==> config.mk <==
export PLATFORM = sky130hd
export DESIGN_NAME = spi_regacc_target
export DESIGN_NICKNAME = d
export VERILOG_FILES = /design/src/rtl/spi_ra_pkg.sv /design/src/rtl/spi_ra_sync.sv /design/src/rtl/spi_ra_shift.sv /design/src/rtl/spi_ra_ctrl.sv /design/src/rtl/spi_regacc_target.sv
export SDC_FILE = /design/constraint.sdc
export NUM_CORES = 2
export LEC_CHECK = 0
export ABC_AREA = 1
export BUFFER_PORTS_ARGS = -buffer_cell sky130_fd_sc_hd__buf_2
export CAP_MARGIN = 20
export CORE_AREA = 2 2 414 416
export CTS_CLUSTER_DIAMETER = 60
export DETAILED_ROUTE_END_ITERATION = 6
export DIE_AREA = 0 0 416 418
export PLACE_DENSITY = 0.55
export SYNTH_ARGS = -nofsm -noshare
export SYNTH_HDL_FRONTEND = slang
export SYNTH_SLANG_ARGS = --single-unit
==> constraint.sdc <==
create_clock -name clk -period 8.2 [get_ports clk]
set_input_delay 0.41 -clock clk [delete_from_list [all_inputs] [get_ports clk]]
set_output_delay 0.41 -clock clk [all_outputs]
set_load 0.02 [all_outputs]
==> src/rtl/spi_ra_pkg.sv <==
package spi_ra_pkg;

    typedef enum logic [2:0] {
        PH_HDR,
        PH_WAIT,
        PH_REL,
        PH_DATA,
        PH_ERR
    } phase_t;

    localparam int          HDR_BYTES = 4;
    localparam logic [7:0]  RSP_HOLD  = 8'h00;
    localparam logic [7:0]  RSP_GO    = 8'h01;

    typedef struct packed {
        logic        is_read;
        logic [6:0]  len;
        logic [23:0] addr;
    } hdr_t;

    function automatic hdr_t decode_hdr(input logic [31:0] raw);
        hdr_t d;
        d.is_read = raw[31];
        d.len     = {1'b0, raw[29:24]} + 7'd1;
        d.addr    = raw[23:0];
        return d;
    endfunction

endpackage

==> src/rtl/spi_ra_sync.sv <==
module spi_ra_sync #(
    parameter int             W       = 1,
    parameter logic [W-1:0]   RST_VAL = '0
) (
    input  logic         clk,
    input  logic         rst,
    input  logic [W-1:0] d,
    output logic [W-1:0] q
);
    logic [W-1:0] stage1;

    always_ff @(posedge clk) begin
        if (rst) begin
            stage1 <= RST_VAL;
            q      <= RST_VAL;
        end else begin
            stage1 <= d;
            q      <= stage1;
        end
    end
endmodule

==> src/rtl/spi_ra_shift.sv <==
module spi_ra_shift
    import spi_ra_pkg::*;
(
    input  logic       clk,
    input  logic       rst,
    input  logic       sclk_s,
    input  logic       cs_n_s,
    input  logic       mosi_s,
    input  logic       tx_load,
    input  logic [7:0] tx_byte,
    output logic       miso,
    output logic       byte_valid,
    output logic [7:0] rx_byte,
    output logic       cs_start,
    output logic       cs_end
);
    logic       sclk_q;
    logic       cs_n_q;
    logic [2:0] bitcnt;
    logic [6:0] rxsr;
    logic [7:0] txsr;
    logic       rise;
    logic       fall;

    assign rise     = sclk_s & ~sclk_q;
    assign fall     = ~sclk_s & sclk_q;
    assign cs_start = cs_n_q & ~cs_n_s;
    assign cs_end   = ~cs_n_q & cs_n_s;
    assign miso     = txsr[7];

    always_ff @(posedge clk) begin
        if (rst) begin
            sclk_q     <= 1'b0;
            cs_n_q     <= 1'b1;
            bitcnt     <= '0;
            rxsr       <= '0;
            txsr       <= '0;
            byte_valid <= 1'b0;
            rx_byte    <= '0;
        end else begin
            sclk_q     <= sclk_s;
            cs_n_q     <= cs_n_s;
            byte_valid <= 1'b0;
            if (cs_n_s) begin
                bitcnt <= '0;
                txsr   <= '0;
            end else if (cs_start) begin
                bitcnt <= '0;
                txsr   <= RSP_HOLD;
            end else begin
                if (rise) begin
                    rxsr   <= {rxsr[5:0], mosi_s};
                    bitcnt <= bitcnt + 3'd1;
                    if (bitcnt == 3'd7) begin
                        byte_valid <= 1'b1;
                        rx_byte    <= {rxsr, mosi_s};
                    end
                end else if (fall && bitcnt != 3'd0) begin
                    txsr <= {txsr[6:0], 1'b0};
                end
                if (tx_load) begin
                    txsr <= tx_byte;
                end
            end
        end
    end
endmodule

==> src/rtl/spi_ra_ctrl.sv <==
module spi_ra_ctrl
    import spi_ra_pkg::*;
#(
    parameter int          BUF_BYTES = 64,
    parameter logic [23:0] BASE_ADDR = 24'hD40000
) (
    input  logic                   clk,
    input  logic                   rst,
    input  logic                   byte_valid,
    input  logic [7:0]             rx_byte,
    input  logic                   cs_start,
    input  logic                   cs_end,
    input  logic                   be_ready,
    input  logic [BUF_BYTES*8-1:0] be_rd_data,
    output logic                   tx_load,
    output logic [7:0]             tx_byte,
    output logic                   req_valid,
    output logic                   cmd_write,
    output logic [23:0]            cmd_offset,
    output logic [6:0]             cmd_len,
    output logic                   wr_valid,
    output logic [BUF_BYTES*8-1:0] wr_data,
    output logic                   err,
    output phase_t                 ph,
    output logic                   ready_seen
);
    localparam int BUF_W = BUF_BYTES * 8;
    localparam int IDX_W = (BUF_BYTES > 1) ? $clog2(BUF_BYTES) : 1;
    localparam int CNT_W = 8;
    localparam logic [CNT_W-1:0] CNT_MAX = '1;
    localparam logic [CNT_W-1:0] BUF_LIM = CNT_W'(BUF_BYTES);

    logic [1:0]       hidx;
    logic [23:0]      hdr_sr;
    logic [CNT_W-1:0] cnt;
    logic [BUF_W-1:0] rd_buf;
    logic [BUF_W-1:0] wr_buf;
    logic [7:0]       rd_pick;
    logic             len_met;
    hdr_t             hd;

    assign hd      = decode_hdr({hdr_sr, rx_byte});
    assign wr_data = wr_buf;
    assign err     = (ph == PH_ERR);
    assign len_met = (cnt >= {1'b0, cmd_len});

    always_comb begin
        rd_pick = 8'h00;
        if (cnt < {1'b0, cmd_len} && cnt < BUF_LIM) begin
            rd_pick = rd_buf[{cnt[IDX_W-1:0], 3'b000} +: 8];
        end
    end

    always_ff @(posedge clk) begin
        if (rst) begin
            ph         <= PH_HDR;
            hidx       <= '0;
            hdr_sr     <= '0;
            cnt        <= '0;
            ready_seen <= 1'b0;
            rd_buf     <= '0;
            wr_buf     <= '0;
            tx_load    <= 1'b0;
            tx_byte    <= RSP_HOLD;
            req_valid  <= 1'b0;
            wr_valid   <= 1'b0;
            cmd_write  <= 1'b0;
            cmd_offset <= '0;
            cmd_len    <= 7'd1;
        end else begin
            tx_load   <= 1'b0;
            req_valid <= 1'b0;
            wr_valid  <= 1'b0;

            if (ph == PH_WAIT && be_ready && !ready_seen) begin
                ready_seen <= 1'b1;
                if (!cmd_write) begin
                    rd_buf <= be_rd_data;
                end
            end

            if (cs_end) begin
                if (ph == PH_DATA && cmd_write && len_met) begin
                    wr_valid <= 1'b1;
                end
                ph         <= PH_HDR;
                hidx       <= '0;
                ready_seen <= 1'b0;
            end else if (cs_start) begin
                ph         <= PH_HDR;
                hidx       <= '0;
                ready_seen <= 1'b0;
            end else if (byte_valid) begin
                tx_load <= 1'b1;
                unique case (ph)
                    PH_HDR: begin
                        tx_byte <= RSP_HOLD;
                        if (hidx == 2'(HDR_BYTES - 1)) begin
                            cmd_write  <= ~hd.is_read;
                            cmd_len    <= hd.len;
                            cmd_offset <= hd.addr - BASE_ADDR;
                            req_valid  <= 1'b1;
                            ready_seen <= 1'b0;
                            wr_buf     <= '0;
                            ph         <= PH_WAIT;
                        end else begin
                            hdr_sr <= {hdr_sr[15:0], rx_byte};
                            hidx   <= hidx + 2'd1;
                        end
                    end
                    PH_WAIT: begin
                        if (ready_seen) begin
                            tx_byte <= RSP_GO;
                            ph      <= PH_REL;
                        end else begin
                            tx_byte <= RSP_HOLD;
                        end
                    end
                    PH_REL: begin
                        ph <= PH_DATA;
                        if (cmd_write) begin
                            tx_byte <= 8'h00;
                            cnt     <= '0;
                        end else begin
                            tx_byte <= rd_buf[7:0];
                            cnt     <= CNT_W'(1);
                        end
                    end
                    PH_DATA: begin
                        if (cmd_write) begin
                            if (cnt >= BUF_LIM) begin
                                tx_byte <= RSP_GO;
                                ph      <= PH_ERR;
                            end else begin
                                wr_buf[{cnt[IDX_W-1:0], 3'b000} +: 8] <= rx_byte;
                                cnt     <= cnt + CNT_W'(1);
                                tx_byte <= 8'h00;
                            end
                        end else begin
                            tx_byte <= rd_pick;
                            if (cnt != CNT_MAX) begin
                                cnt <= cnt + CNT_W'(1);
                            end
                        end
                    end
                    default: begin
                        tx_byte <= RSP_GO;
                    end
                endcase
            end
        end
    end
endmodule

==> src/rtl/spi_regacc_target.sv <==
module spi_regacc_target
    import spi_ra_pkg::*;
#(
    parameter int          BUF_BYTES = 64,
    parameter logic [23:0] BASE_ADDR = 24'hD40000
) (
    input  logic                   clk,
    input  logic                   rst,
    input  logic                   spi_sclk,
    input  logic                   spi_cs_n,
    input  logic                   spi_mosi,
    output logic                   spi_miso,
    output logic                   req_valid,
    output logic                   cmd_write,
    output logic [23:0]            cmd_offset,
    output logic [6:0]             cmd_len,
    input  logic                   be_ready,
    input  logic [BUF_BYTES*8-1:0] be_rd_data,
    output logic                   wr_valid,
    output logic [BUF_BYTES*8-1:0] wr_data,
    output logic                   err
);
    logic [2:0] pins_s;
    logic       tx_load;
    logic [7:0] tx_byte;
    logic       byte_valid;
    logic [7:0] rx_byte;
    logic       cs_start;
    logic       cs_end;
    phase_t     ph;
    logic       ready_seen;

    // bit 2: SCLK, bit 1: CS_n (idles high), bit 0: MOSI
    spi_ra_sync #(.W(3), .RST_VAL(3'b010)) u_sync (
        .clk (clk),
        .rst (rst),
        .d   ({spi_sclk, spi_cs_n, spi_mosi}),
        .q   (pins_s)
    );

    spi_ra_shift u_shift (
        .clk        (clk),
        .rst        (rst),
        .sclk_s     (pins_s[2]),
        .cs_n_s     (pins_s[1]),
        .mosi_s     (pins_s[0]),
        .tx_load    (tx_load),
        .tx_byte    (tx_byte),
        .miso       (spi_miso),
        .byte_valid (byte_valid),
        .rx_byte    (rx_byte),
        .cs_start   (cs_start),
        .cs_end     (cs_end)
    );

    spi_ra_ctrl #(.BUF_BYTES(BUF_BYTES), .BASE_ADDR(BASE_ADDR)) u_ctrl (
        .clk        (clk),
        .rst        (rst),
        .byte_valid (byte_valid),
        .rx_byte    (rx_byte),
        .cs_start   (cs_start),
        .cs_end     (cs_end),
        .be_ready   (be_ready),
        .be_rd_data (be_rd_data),
        .tx_load    (tx_load),
        .tx_byte    (tx_byte),
        .req_valid  (req_valid),
        .cmd_write  (cmd_write),
        .cmd_offset (cmd_offset),
        .cmd_len    (cmd_len),
        .wr_valid   (wr_valid),
        .wr_data    (wr_data),
        .err        (err),
        .ph         (ph),
        .ready_seen (ready_seen)
    );
endmodule

-- Word-level counts from Yosys, hierarchy flattened
Index checks and enable logic that the tools add are counted.
- order comparisons: 4
- eq/ne operators: 15
- multiplexer cells: 32
- reduce and logical (&&, ||, !) cells: 29
- shift-type cells: 3
- add/sub/neg operators: 6
- bitwise operators: 16
- operators by type and width (operator ; count):
    two-way mux 512 bit ; 3
    one-hot mux 512 bit (2 select lines) ; 1
    bitwise mux 512 bit ; 1
    variable shift 8 x 11 -> 512 bit (first input constant) ; 1
    indexed part select 512 x 10 -> 8 bit ; 1
    indexed part select 8 x 11 -> 512 bit ; 1
    two-way mux 8 bit ; 9
    one-hot mux 8 bit (4 select lines) ; 1
    subtractor 24 bit (second input constant) ; 1
    one-hot mux 8 bit (2 select lines) ; 1
    two-way mux 3 bit ; 4
    inverter 1 bit ; 12
    one-hot mux 3 bit (4 select lines) ; 1
    AND reduction 6 bit ; 2
    two-way mux 1 bit ; 11
    negation 9 -> 11 bit ; 1
    AND reduction 5 bit ; 2
    AND reduction 3 bit ; 3
    adder 8 x 1 -> 8 bit (second input constant) ; 1
    >= comparator 8 x 7 -> 1 bit ; 1
    >= comparator 8 x 7 -> 1 bit (second input constant) ; 1
    less-than comparator 8 x 7 -> 1 bit ; 1
    less-than comparator 8 x 7 -> 1 bit (second input constant) ; 1
    != test 2 x 1 -> 1 bit (second input constant) ; 4
    other kinds (25) ; 40
- input port bits: 518
- word-level logic and storage cells: 128
- flip-flop bits (word level): 1140

-- Longest topological paths before layout
- depth in word-level cells: 7
- depth in mapped cells: 18

-- By module
From an unflattened synthesis, not the netlist that was laid out.
- cell total of the unflattened synthesis: 6582
- area, all modules: 47362.9 um2
- by module, submodules not included (module ; cells an instance ; instances ; area an instance (um2)):
    spi_ra_ctrl ; 6404 ; 1 ; 45981.6
    spi_ra_shift ; 159 ; 1 ; 1212.4
    spi_ra_sync ; 19 ; 1 ; 168.9

-- Worst setup path after synthesis
Ideal clock, no wire load.
- path kind: register -> register
- start point: reg u_ctrl.cnt[0]
- end point: reg u_ctrl.wr_buf[304] (netlist: u_ctrl.wr_data[304])
- arrival time: 2.937 ns
- data required time: 8.068 ns
- stages on the path, launching flop included: 16
- library setup time: 0.132 ns
- path slack: 5.131 ns
- path buffers: 6
- path through: dfxtp_1 buf_2 inv_1 clkbuf_1 clkbuf_1 buf_2 ha_1 buf_2 inv_1 clkbuf_1 nor3_1 nand3_1 nor2_2 o21ai_2 nand2_1 a21oi_1
- longest elaborated chain between the ends: 6
- elaborated cells on any way between the ends: 10
- classes of those cells: add/sub: 1; order compare: 1; eq/ne: 1; shift: 2; mux: 4; reduce/logical: 1
- RTL lines (what ; line ; source):
    start, declared ; spi_ra_ctrl.sv:35 ; logic [CNT_W-1:0] cnt;
    start signal, assigned ; spi_ra_ctrl.sv:136 ; cnt <= cnt + CNT_W'(1);
    start signal, assigned ; spi_ra_ctrl.sv:142 ; cnt <= cnt + CNT_W'(1);
    negation 9 -> 11 bit ; spi_ra_ctrl.sv:135 ; wr_buf[{cnt[IDX_W-1:0], 3'b000} +: 8] <= rx_byte;
    indexed part select 8 x 11 -> 512 bit / variable shift 8 x 11 -> 512 bit (equally long branches) ; spi_ra_ctrl.sv:135 ;
    bitwise mux 512 bit ; spi_ra_ctrl.sv:135 ;
    two-way mux 512 bit ; spi_ra_ctrl.sv:131 ; if (cnt >= BUF_LIM) begin
    two-way mux 512 bit ; spi_ra_ctrl.sv:130 ; if (cmd_write) begin
    one-hot mux 512 bit (2 select lines) ; spi_ra_ctrl.sv:95 ; unique case (ph)
    end signal, assigned by index ; spi_ra_ctrl.sv:135 ;
    end, declared ; spi_ra_ctrl.sv:37 ; logic [BUF_W-1:0] wr_buf;
Several ways; a longest one is shown, not always the timed one. The select of a mux whose other input is x is not followed.
A chain may end at the register's enable or synchronous reset.

-- Worst setup path in the final report
- start point: reg u_ctrl.cnt[1]
- end point: reg u_ctrl.wr_buf[371] (netlist: u_ctrl.wr_data[371])
The elaborated chain is that of the path after synthesis.

==> results.rst <==
.. list-table::
   :header-rows: 1

   * - Metric
     - Value
   * - Total vias in the final route
     - 50390
   * - Global-route wire length before repair
     - 322200 um
   * - Sequential element share of the synthesized area
     - 48.78%
   * - Avg WL per Cell
     - 22.55 um
   * - Most frequent cell on the critical path
     - nand2_1
   * - Pins Over Slew Limit
     - 0
   * - Number of global-route vias before repair
     - 47280
   * - Share of layout cells above drive strength 1
     - 19.14%
   * - Floorplan die height
     - 418 um
   * - Worst reg2reg setup slack
     - 3860 ps
   * - Avg Inst Size Synth
     - 7.232 um^2
   * - Syn Std Cell Area
     - 0.04674 mm^2
   * - Setup skew after layout
     - 56.35 ps
   * - Run status
     - finished, final reports clean
   * - Crit path capture type
     - flop
   * - Cells on Worst Hold Path
     - 2
   * - Standard cell with the maximum stage delay on the critical path
     - dfxtp_4
   * - WP data required
     - 8810 ps
   * - Slew headroom
     - 21.27%
   * - Critical path buffer and inverter count
     - 2
   * - Final clock period utilization by the worst path
     - 52.88%
   * - Number of violations of the max-capacitance limit
     - 0
   * - Via density
     - 4.977
   * - Routability cong.
     - 0.9420
   * - Syn nets
     - 7001
   * - Total negative setup slack
     - 0 ps
   * - Buffers from clock root to sink, at most
     - 3
   * - Port bufs
     - 1065
   * - Measured slew at the worst slew-check pin
     - 1181 ps
   * - Antenna violation net count after detailed routing
     - 0
   * - Total overflow reported by the global router
     - 0
   * - Startpoint of the most critical register-to-register path
     - u_ctrl.cnt[1]
   * - Hold endpoint
     - u_ctrl.wr_data[506]
   * - Source-to-sink clock delay at the later pin of the worst-skew pair
     - 790 ps
   * - Critical path cell sequence
     - inv_6 -> ha_1 -> inv_1 -> nor3_1 -> nand2_1 -> nor2_2 -> o21ai_2 -> nand2_1 -> a21oi_1
   * - Non-filler instance count after layout
     - 10120
   * - Arrival time worst endpoint
     - 4940 ps
   * - Setup CP Type
     - reg2reg
   * - Category of the worst setup path launch point
     - flop
   * - RSZ-0062 raised after global routing
     - no
   * - Capturing point of the worst reg2reg path
     - u_ctrl.wr_data[371]
   * - Share of flip-flops with an asynchronous set or reset after synthesis
     - 0%
   * - Die outline area
     - 0.1739 mm^2
   * - Row count
     - 151
   * - Max rail drop VDD
     - 0.1753 mV
   * - Number of detailed-route iterations in the first pass
     - 6
   * - Minimum period implied by the final worst setup slack
     - 4337 ps
   * - I/O pin count
     - 1066
   * - Number of endpoints with negative hold slack in the final report
     - 0
   * - Core Area
     - 0.1691 mm^2
   * - Buffers inserted during post-CTS setup optimization
     - 0
   * - Leakage component of the power
     - 24.42 nW
   * - Cell class contributing the biggest share of worst-path delay
     - simple AND/OR/NAND/NOR gates
   * - Pwr Density
     - 195.6 mW/mm^2
   * - Number of storage elements in the synthesis netlist
     - 1139
   * - Largest fanout on the critical path
     - 51
   * - Area overhead of the layout relative to synthesis
     - 35.72%
   * - GRT Resource Usage Total
     - 25.00%
   * - Synth unique cells
     - 44
   * - TritonCTS clock tree
     - yes
   * - Die W
     - 416 um
   * - Wire length reported by the detailed router
     - 228300 um
   * - Peak per-stage delay on the critical path
     - 860 ps
   * - Sinks on the clock net
     - 1139
   * - Pin count of the biggest net entering global routing
     - 278
   * - DRC Markers
     - 0
   * - Starting density of the core
     - 27.64%
   * - Worst min-delay path category
     - in2reg
   * - Main flop type after synthesis
     - dfxtp_1
   * - Mapped Cells
     - 6463
   * - Root Buffer
     - clkbuf_16
   * - DP HPWL
     - 162800 um
   * - Number of antenna violations at the first check in global routing
     - 25
   * - Syn. warnings
     - 0
   * - Clock buffers created by TritonCTS
     - 141
   * - Post-layout nets
     - 8318
   * - Count of endpoints failing setup in the final report
     - 0
   * - Post-CTS clock slew at the launch and capture registers of the worst setup and hold paths
     - 60 ps
   * - Maximum level of the CTS H-tree
     - 4
   * - Post-synth EDFFs
     - 0
   * - Detailed Route Iter0 Violations
     - 4553
   * - Start point of the worst min-delay path
     - rst
   * - Cell count after placement
     - 9361
   * - Max Fclk
     - 230.6 MHz
   * - Final hold slack
     - 20.51 ps
   * - Worst r2r path cells
     - 9
synthesized netlist by cell type, types with 6 or more instances:
master	instances	area, um^2
nand3_1	599	2998
dfxtp_1	1139	22800
a21oi_1	1135	5680
buf_2	55	275.3
o21ai_1	26	130.1
nor2_1	146	548.0
clkbuf_1	331	1242
nor2_2	80	500.5
ha_1	20	250.2
o21ai_0	619	3098
buf_1	39	146.4
nor3_1	14	70.07
inv_2	11	41.29
o21ai_2	39	341.6
nand2_1	1529	5739
inv_1	607	2278
a211oi_1	6	45.04
nand4_1	12	75.07
cell usage in the layout, fill, tap and decap left out, drive strengths merged, types with 2 or more instances in the layout:
cell and n:
diode 17, xnor2 2, nor3 20, buf 1111, a31oi 2, nand2 1534
or2 4, o211ai 3, bufinv 4, clkbuf 201, dfxtp 1139, nor2 231
inv 631, clkinv 32, nor4 3, nand3 601, dlygate4sd3 493, a21oi 1135
o21bai 2, a311oi 4, ha 20, o21ai 684, clkinvlp 5, xor2 5
a211oi 6, nand4 12
report_power, final:
group / leakage (nW) / internal, mW / switching, mW
clock: 2.33 / 3.68 / 2.65
sequential: 9.17 / 5.53 / 0.000730
combinational: 12.9 / 0.273 / 0.274
total: 24.4 / 9.49 / 2.92
logic make-up after synthesis:
family          synth area share [%]
compound gates                 20.17
buf+inv                        8.641
fa+ha+maj                     0.5354
xor+xnor                      0.1312
flops                          48.78
simple gates                   21.74
sequential cells by signal, indices dropped and copies added, names as in the netlist:
name	flops
u_ctrl.ready_seen	1
u_ctrl.hdr_sr	23
u_ctrl.wr_valid	1
u_ctrl.cmd_len	7
u_shift.sclk_q	1
u_ctrl.rd_buf	512
u_sync.q	3
u_shift.bitcnt	3
u_ctrl.req_valid	1
u_shift.cs_n_q	1
u_ctrl.cnt	8
u_ctrl.ph	3
u_ctrl.wr_data	512
u_ctrl.tx_byte	8
u_shift.rx_byte	8
u_shift.byte_valid	1
u_shift.rxsr	7
u_sync.stage1	3
u_ctrl.hidx	2
u_shift.txsr	8
u_ctrl.cmd_offset	24
u_ctrl.tx_load	1
u_ctrl.cmd_write	1
metal layers:
layer	GRT usage (%)	wire (um)	vias to the layer above
li1	-	-	23840
met1	28.29	86300	23760
met2	41.39	107200	2129
met3	4.498	14040	655
met4	20.20	20710	10
met5	0	63	-
metrics by stage:
stage | setup slack, ps | power, mW | area (um^2) | utilization (%)
final | 3863 | 12.41 | 63440 | 37.52
after global routing | 3623 | 12.75 | 63430 | 37.51
after CTS | 3759 | 12.49 | 63380 | 37.48
after detailed placement | 3747 | 5.999 | 53710 | 31.76
after global placement | 3533 | 5.998 | 53680 | 31.74
after floorplan | 5131 | 5.776 | 46740 | -
worst max path at each step:
stage / endpoint / slack [ps] / cells past startpoint / startpoint
floorplan: u_ctrl.wr_data[304] / 5130 / 15 / u_ctrl.cnt[0]
global placement: u_ctrl.wr_data[245] / 3530 / 9 / u_ctrl.cnt[4]
detailed placement: u_ctrl.wr_data[384] / 3750 / 9 / u_ctrl.cnt[3]
CTS: u_ctrl.wr_data[384] / 3760 / 9 / u_ctrl.cnt[3]
global route: u_ctrl.wr_data[451] / 3620 / 12 / u_ctrl.cnt[1]
finish: u_ctrl.wr_data[371] / 3860 / 9 / u_ctrl.cnt[1]
timing repair:
item | in CTS | in global routing
gates resized for setup | 0 | 0
hold buffers | 493 | 0
hold endpoints to repair | 493 | 0
layout make-up:
class                   count  area [um^2]
clock buffers             201         4134
multi-input cells        4273        19990
fillers                 17450       105700
repair buffers           1604        10730
diodes                     17        42.54
inverters                 621         2355
clock inverters            51        604.3
well taps                2218         2775
flip-flops and latches   1139        22810
Note: power is estimated with default switching activity, not from simulation.
